--- src/rtl/hdx_rx_pkg.sv ---
package hdx_rx_pkg;

  typedef enum logic [2:0] {
    S_IDLE,
    S_DATA,
    S_PAR,
    S_STOP,
    S_WAITHI
  } rxState_t;

  typedef struct packed {
    logic clrAcc;
    logic shiftEn;
    logic capParity;
    logic stopEn;
    logic finish;
  } rxStrobes_t;

endpackage

--- src/rtl/hdx_rx_datapath.sv ---
module hdx_rx_datapath #(
  parameter int DATA_BITS = 8
) (
  input  logic                     clk,
  input  logic                     rstN,
  input  logic                     lineIn,
  input  hdx_rx_pkg::rxStrobes_t   stb,
  output logic [DATA_BITS-1:0]     heldData,
  output logic                     parityOk,
  output logic                     stopsOk,
  output logic                     allLow
);

  logic [DATA_BITS-1:0] shiftReg;
  logic                 parBit;
  logic                 stopAcc;
  logic                 lowAcc;

  always_ff @(posedge clk or negedge rstN) begin
    if (!rstN) begin
      shiftReg <= '0;
      parBit   <= 1'b0;
      stopAcc  <= 1'b1;
      lowAcc   <= 1'b1;
      heldData <= '0;
    end else begin
      if (stb.clrAcc) begin
        stopAcc <= 1'b1;
        lowAcc  <= 1'b1;
      end
      if (stb.shiftEn) begin
        shiftReg <= {lineIn, shiftReg[DATA_BITS-1:1]};
        lowAcc   <= lowAcc & ~lineIn;
      end
      if (stb.capParity) begin
        parBit <= lineIn;
        lowAcc <= lowAcc & ~lineIn;
      end
      if (stb.stopEn) begin
        stopAcc <= stopAcc & lineIn;
        lowAcc  <= lowAcc & ~lineIn;
      end
      if (stb.finish) heldData <= shiftReg;
    end
  end

  // Decision inputs for the final stop edge include the sample taken there.
  assign parityOk = ((^shiftReg) == parBit);
  assign stopsOk  = stopAcc & lineIn;
  assign allLow   = lowAcc & ~lineIn;

  a_r1_held_stable: assert property (@(posedge clk) disable iff (!rstN)
    !stb.finish |=> $stable(heldData));

endmodule

--- src/rtl/hdx_rx_control.sv ---
module hdx_rx_control #(
  parameter int DATA_BITS = 8,
  parameter int STOP_BITS = 2
) (
  input  logic                     clk,
  input  logic                     rstN,
  input  logic                     lineIn,
  input  logic                     setTx,
  input  logic                     parityOk,
  input  logic                     stopsOk,
  input  logic                     allLow,
  output hdx_rx_pkg::rxStrobes_t   stb,
  output logic                     dirTx,
  output logic                     dataValid,
  output logic                     parityErr,
  output logic                     frameErr,
  output logic                     breakSeen,
  output logic                     collision
);
  import hdx_rx_pkg::*;

  localparam int MAXCNT = (DATA_BITS > STOP_BITS) ? DATA_BITS : STOP_BITS;
  localparam int CW     = $clog2(MAXCNT + 1);

  rxState_t        state, stateNx;
  logic [CW-1:0]   cnt, cntNx;
  logic            isBreak;

  always_comb begin
    stateNx = state;
    cntNx   = cnt;
    stb     = '0;
    unique case (state)
      S_IDLE: if (!lineIn) begin
        stb.clrAcc = 1'b1;
        stateNx    = S_DATA;
        cntNx      = '0;
      end
      S_DATA: begin
        stb.shiftEn = 1'b1;
        if (cnt == CW'(DATA_BITS - 1)) begin
          stateNx = S_PAR;
          cntNx   = '0;
        end else begin
          cntNx = cnt + 1'b1;
        end
      end
      S_PAR: begin
        stb.capParity = 1'b1;
        stateNx       = S_STOP;
      end
      S_STOP: begin
        stb.stopEn = 1'b1;
        if (cnt == CW'(STOP_BITS - 1)) begin
          stb.finish = 1'b1;
          stateNx    = lineIn ? S_IDLE : S_WAITHI;
          cntNx      = '0;
        end else begin
          cntNx = cnt + 1'b1;
        end
      end
      S_WAITHI: if (lineIn) stateNx = S_IDLE;
      default: stateNx = S_IDLE;
    endcase
  end

  assign isBreak = stb.finish & allLow;

  always_ff @(posedge clk or negedge rstN) begin
    if (!rstN) begin
      state     <= S_IDLE;
      cnt       <= '0;
      dirTx     <= 1'b0;
      dataValid <= 1'b0;
      parityErr <= 1'b0;
      frameErr  <= 1'b0;
      breakSeen <= 1'b0;
      collision <= 1'b0;
    end else begin
      state     <= stateNx;
      cnt       <= cntNx;
      dataValid <= stb.finish & ~allLow & parityOk & stopsOk;
      parityErr <= stb.finish & ~allLow & ~parityOk;
      frameErr  <= stb.finish & ~allLow & ~stopsOk;
      breakSeen <= isBreak & ~dirTx;
      collision <= isBreak & dirTx;
      if (isBreak && dirTx) dirTx <= 1'b0;
      else if (setTx)       dirTx <= 1'b1;
    end
  end

  a_r4_valid_alone: assert property (@(posedge clk) disable iff (!rstN)
    dataValid |-> !(parityErr || frameErr || breakSeen || collision));

  a_r6_collision_rx: assert property (@(posedge clk) disable iff (!rstN)
    collision |-> (!dirTx && $past(dirTx)));

  a_r5_break_rx_only: assert property (@(posedge clk) disable iff (!rstN)
    breakSeen |-> (!$past(dirTx) && !parityErr && !frameErr));

  a_r1_single_pulse: assert property (@(posedge clk) disable iff (!rstN)
    (dataValid || breakSeen || collision) |=> !(dataValid || breakSeen || collision));

  a_r8_wait_high: assert property (@(posedge clk) disable iff (!rstN)
    (state == S_WAITHI && !lineIn) |=> (state == S_WAITHI));

endmodule

--- src/rtl/hdx_frame_rx.sv ---
module hdx_frame_rx #(
  parameter int DATA_BITS = 8,
  parameter int STOP_BITS = 2
) (
  input  logic                 clk,
  input  logic                 rstN,
  input  logic                 lineIn,
  input  logic                 setTx,
  output logic                 dirTx,
  output logic                 dataValid,
  output logic [DATA_BITS-1:0] dataOut,
  output logic                 parityErr,
  output logic                 frameErr,
  output logic                 breakSeen,
  output logic                 collision
);

  hdx_rx_pkg::rxStrobes_t stb;
  logic parityOk, stopsOk, allLow;

  hdx_rx_datapath #(.DATA_BITS(DATA_BITS)) u_dp (
    .clk(clk), .rstN(rstN), .lineIn(lineIn), .stb(stb),
    .heldData(dataOut), .parityOk(parityOk), .stopsOk(stopsOk), .allLow(allLow)
  );

  hdx_rx_control #(.DATA_BITS(DATA_BITS), .STOP_BITS(STOP_BITS)) u_ctl (
    .clk(clk), .rstN(rstN), .lineIn(lineIn), .setTx(setTx),
    .parityOk(parityOk), .stopsOk(stopsOk), .allLow(allLow), .stb(stb),
    .dirTx(dirTx), .dataValid(dataValid), .parityErr(parityErr),
    .frameErr(frameErr), .breakSeen(breakSeen), .collision(collision)
  );

endmodule

--- config.mk ---
export PLATFORM = sky130hd
export DESIGN_NAME = hdx_frame_rx
export DESIGN_NICKNAME = d
export VERILOG_FILES = /design/src/rtl/hdx_rx_pkg.sv /design/src/rtl/hdx_rx_datapath.sv /design/src/rtl/hdx_rx_control.sv /design/src/rtl/hdx_frame_rx.sv
export SDC_FILE = /design/constraint.sdc
export NUM_CORES = 1
export LEC_CHECK = 0
export ABC_CLOCK_PERIOD_IN_PS = 4200
export BUFFER_PORTS_ARGS = -buffer_cell sky130_fd_sc_hd__clkbuf_2
export CAP_MARGIN = 20
export CELL_PAD_IN_SITES_DETAIL_PLACEMENT = 1
export CELL_PAD_IN_SITES_GLOBAL_PLACEMENT = 1
export CORE_ASPECT_RATIO = 2
export CORE_MARGIN = 2
export CORE_UTILIZATION = 47
export CTS_CLUSTER_DIAMETER = 150
export DETAILED_ROUTE_END_ITERATION = 12
export GPL_ROUTABILITY_DRIVEN = 0
export GPL_TIMING_DRIVEN = 0
export HOLD_SLACK_MARGIN = 0.05
export PLACE_DENSITY = 0.93
export SLEW_MARGIN = 5
export SYNTH_ARGS = -nofsm -noshare
export SYNTH_HDL_FRONTEND = slang
export SYNTH_SLANG_ARGS = --single-unit
--- constraint.sdc ---
create_clock -name clk -period 4.2 [get_ports clk]
set_input_delay 0.84 -clock clk [delete_from_list [all_inputs] [get_ports clk]]
set_output_delay 0.84 -clock clk [all_outputs]
set_load 0.005 [all_outputs]
==> metrics <==
MaxCap Viol Count=0; status=complete, no violations; Starting Density=0.4966; Sw Ratio=0.3663; top cell type's share of synthesized area=0.5076; Resized cells post-CTS=0; cell row count=28; initial antenna violation count=0; most frequent cell after synthesis=nand2_1; Clock Path Buffers=2; DR WL/cell=16.07 um; Arr. time, crit path=2400 ps; CTS H-tree depth=2; Worst EP required=4370 ps; Finished Core Util=0.5714; Max Clk Rate=447.5 MHz; PortBufs=16; vias in the first global route=1147; Synth-to-Final Area Change=15.06%; TritonRoute pass-1 iters=4; sequential share of power=0.387; total core area=2978 sq um; pin count of the biggest net entering global routing=33; Post-synth top cells=31 x nand2_1, 30 x dfrtp_1, 8 x o21ai_0; Post-layout nets=172; CP Class=reg -> reg; crit share post-route=0.5321; clock power share=0.201; # DRC=0; Leak Pwr=0.8919 nW; met3 WL=89 um; Net Count, Synth=148; Seq cells post-synth=32; final hold slack=485.2 ps; leading area contributor after synthesis=dfrtp_1; initial DRC count=10; Primary FF master, synth=dfrtp_1; ANT nets after route=0; Slew headroom=0.4741; Mean Syn Cell Area=10.49 sq um; Synth area leaders=dfrtp_1 51%, nand2_1 7.9%, mux2_4 5.1%, dfstp_2 3.6%, xnor2_1 3.0%; class of the worst hold path=reg -> reg; post-DP HPWL=2.328 mm; Post-Syn Area=1479 sq um; clk sink count=32; GRT Total Usage=0.1959; n_diodes=0; Netlist cell types=34; Layout Skew=10.08 ps; I/O pin total=18; Comb pwr share=0.412; Slew Viols, Final=0; Post-CTS Setup Repair Bufs=0; vias=1084; CTS Buf Count=5; layout cell share with drive strength beyond 1=0.2289; Final Hold Vio Count=0; Critical Path Sink Type=flop; Die H=83.33 um; Top Layer Used=met4; worst-skew pair later-pin latency=290 ps; DIE AREA=3639 sq um; final setup TNS=0 ps; Pint=824.2 uW; Post-Syn Instances=141; fin crit period=2235 ps; number of vias per cell=5.531; clock transition at the registers of the reported paths=60 ps; Tightest Pin Transition=788.9 ps; first-pass GRT wire length=5.375 mm; Seq/Total Area, Yosys=0.5431; NetSw=476.3 uW; # hold bufs at CTS=0; Startpoint Class=flop; PD cells=764.3 nW/um^2; met1 WL=1.170 mm; met2 routed WL=1.791 mm; Post-synth ARST share=1.000; Root Driver=clkbuf_8; RSZ-0062 raised after global routing=false; die width=43.67 um; number of synthesized flops with an enable pin=0; Yosys warnings=0; gr ovfl total=0; final WL=3.150 mm; CTS tree=built; Final setup viols=0; crit path max fanout=10; peak supply drop=0.4623 mV
-- final timing paths --
| path | cells past startpoint | to | startpoint | slack, ps |
|---|---|---|---|---|
| min reg2reg | 2 | u_dp.stopAcc$_DFFE_PN1P_ | u_dp.stopAcc$_DFFE_PN1P_ | 490 |
| max | 7 | u_dp.heldData[6]$_DFFE_PN0P_ | u_ctl.cnt[1]$_DFFE_PN0P_ | 1970 |
| max in group asynchronous | 1 | u_dp.shiftReg[6]$_DFFE_PN0P_ | rstN | 3070 |
| max reg2reg | 7 | u_dp.heldData[6]$_DFFE_PN0P_ | u_ctl.cnt[1]$_DFFE_PN0P_ | 1970 |
| min | 2 | u_dp.stopAcc$_DFFE_PN1P_ | u_dp.stopAcc$_DFFE_PN1P_ | 490 |
| min in group asynchronous | 1 | u_dp.heldData[5]$_DFFE_PN0P_ | rstN | 630 |
-- critical path, stage by stage, from the launching register on --
cell	delay, ps
dfrtp_1	430
inv_1	80
ha_1	150
or3b_1	410
or4_1	430
buf_2	170
buf_6	150
mux2_4	290
-- registers in the layout, summed over array words and instances (netlist names) --
signal and count:
u_ctl.breakSeen 1, u_dp.parBit 1, u_ctl.dirTx 1, u_dp.lowAcc 1, u_ctl.parityErr 1, u_ctl.frameErr 1
u_ctl.collision 1, u_ctl.cnt 4, u_dp.stopAcc 1, u_ctl.state 3, u_dp.shiftReg 8, u_ctl.dataValid 1
u_dp.heldData 8
-- metal layers --
layer | track usage | up-vias
met5 | 0 | -
met4 | 0.09642 | 0
met3 | 0.04565 | 11
met2 | 0.3463 | 18
met1 | 0.2023 | 541
li1 | - | 514
-- area by class of cell --
type | instances | area, sq um
buffer | 7 | 36.28
inverter | 7 | 26.28
timing repair buffer | 17 | 85.08
clock buffer | 8 | 100.1
sequential | 32 | 803.3
multi-input combinational | 95 | 613.1
tap | 30 | 37.54
fill | 330 | 1276
-- logic make-up after synthesis --
group | Yosys count | share of synthesized area
flip-flops | 32 | 0.5431
AO/OA/AOI/OAI | 20 | 0.08123
XOR/XNOR | 8 | 0.05668
multiplexers | 8 | 0.07360
adder cells (fa/ha/maj) | 3 | 0.02538
buffers and inverters | 14 | 0.04230
AND/OR/NAND/NOR | 56 | 0.1777
-- layout by cell type (no fill, tap or decap), types with 2 or more instances in the layout --
cell | synthesis | final
mux2_4 | 5 | 5
clkbuf_2 | 0 | 16
ha_1 | 3 | 3
nand2_1 | 31 | 31
buf_2 | 2 | 3
xor2_1 | 2 | 2
nor2_1 | 6 | 6
nor3_1 | 5 | 5
clkbuf_8 | 0 | 7
o21ai_0 | 8 | 8
nor2b_1 | 2 | 2
inv_1 | 7 | 7
mux2_2 | 3 | 3
a21oi_1 | 6 | 6
nor3b_1 | 3 | 3
dfstp_2 | 2 | 2
dfrtp_1 | 30 | 30
clkbuf_1 | 4 | 5
xnor2_1 | 5 | 5
-- per-stage QoR --
step / std cells / setup WS (ps) / power [mW] / instance area (sq um)
2_1_floorplan: 141 / 2167 / 0.8840 / 1479
5_1_grt: 196 / 1878 / 1.399 / 1702
6_report: 196 / 1965 / 1.301 / 1702
3_5_place_dp: 187 / 1968 / 1.044 / 1597
4_1_cts: 195 / 1964 / 1.311 / 1697
3_3_place_gp: 187 / 2035 / 0.9929 / 1597
-- power groups by stage --
stage / Combinational (mW) / Clock (mW) / Sequential (mW)
2_1_floorplan: 0.395 / 0 / 0.489
3_3_place_gp: 0.496 / 0 / 0.497
3_5_place_dp: 0.534 / 0 / 0.510
4_1_cts: 0.540 / 0.266 / 0.505
5_1_grt: 0.603 / 0.278 / 0.517
6_report: 0.536 / 0.262 / 0.503
Power figures use the tool's default switching activity.
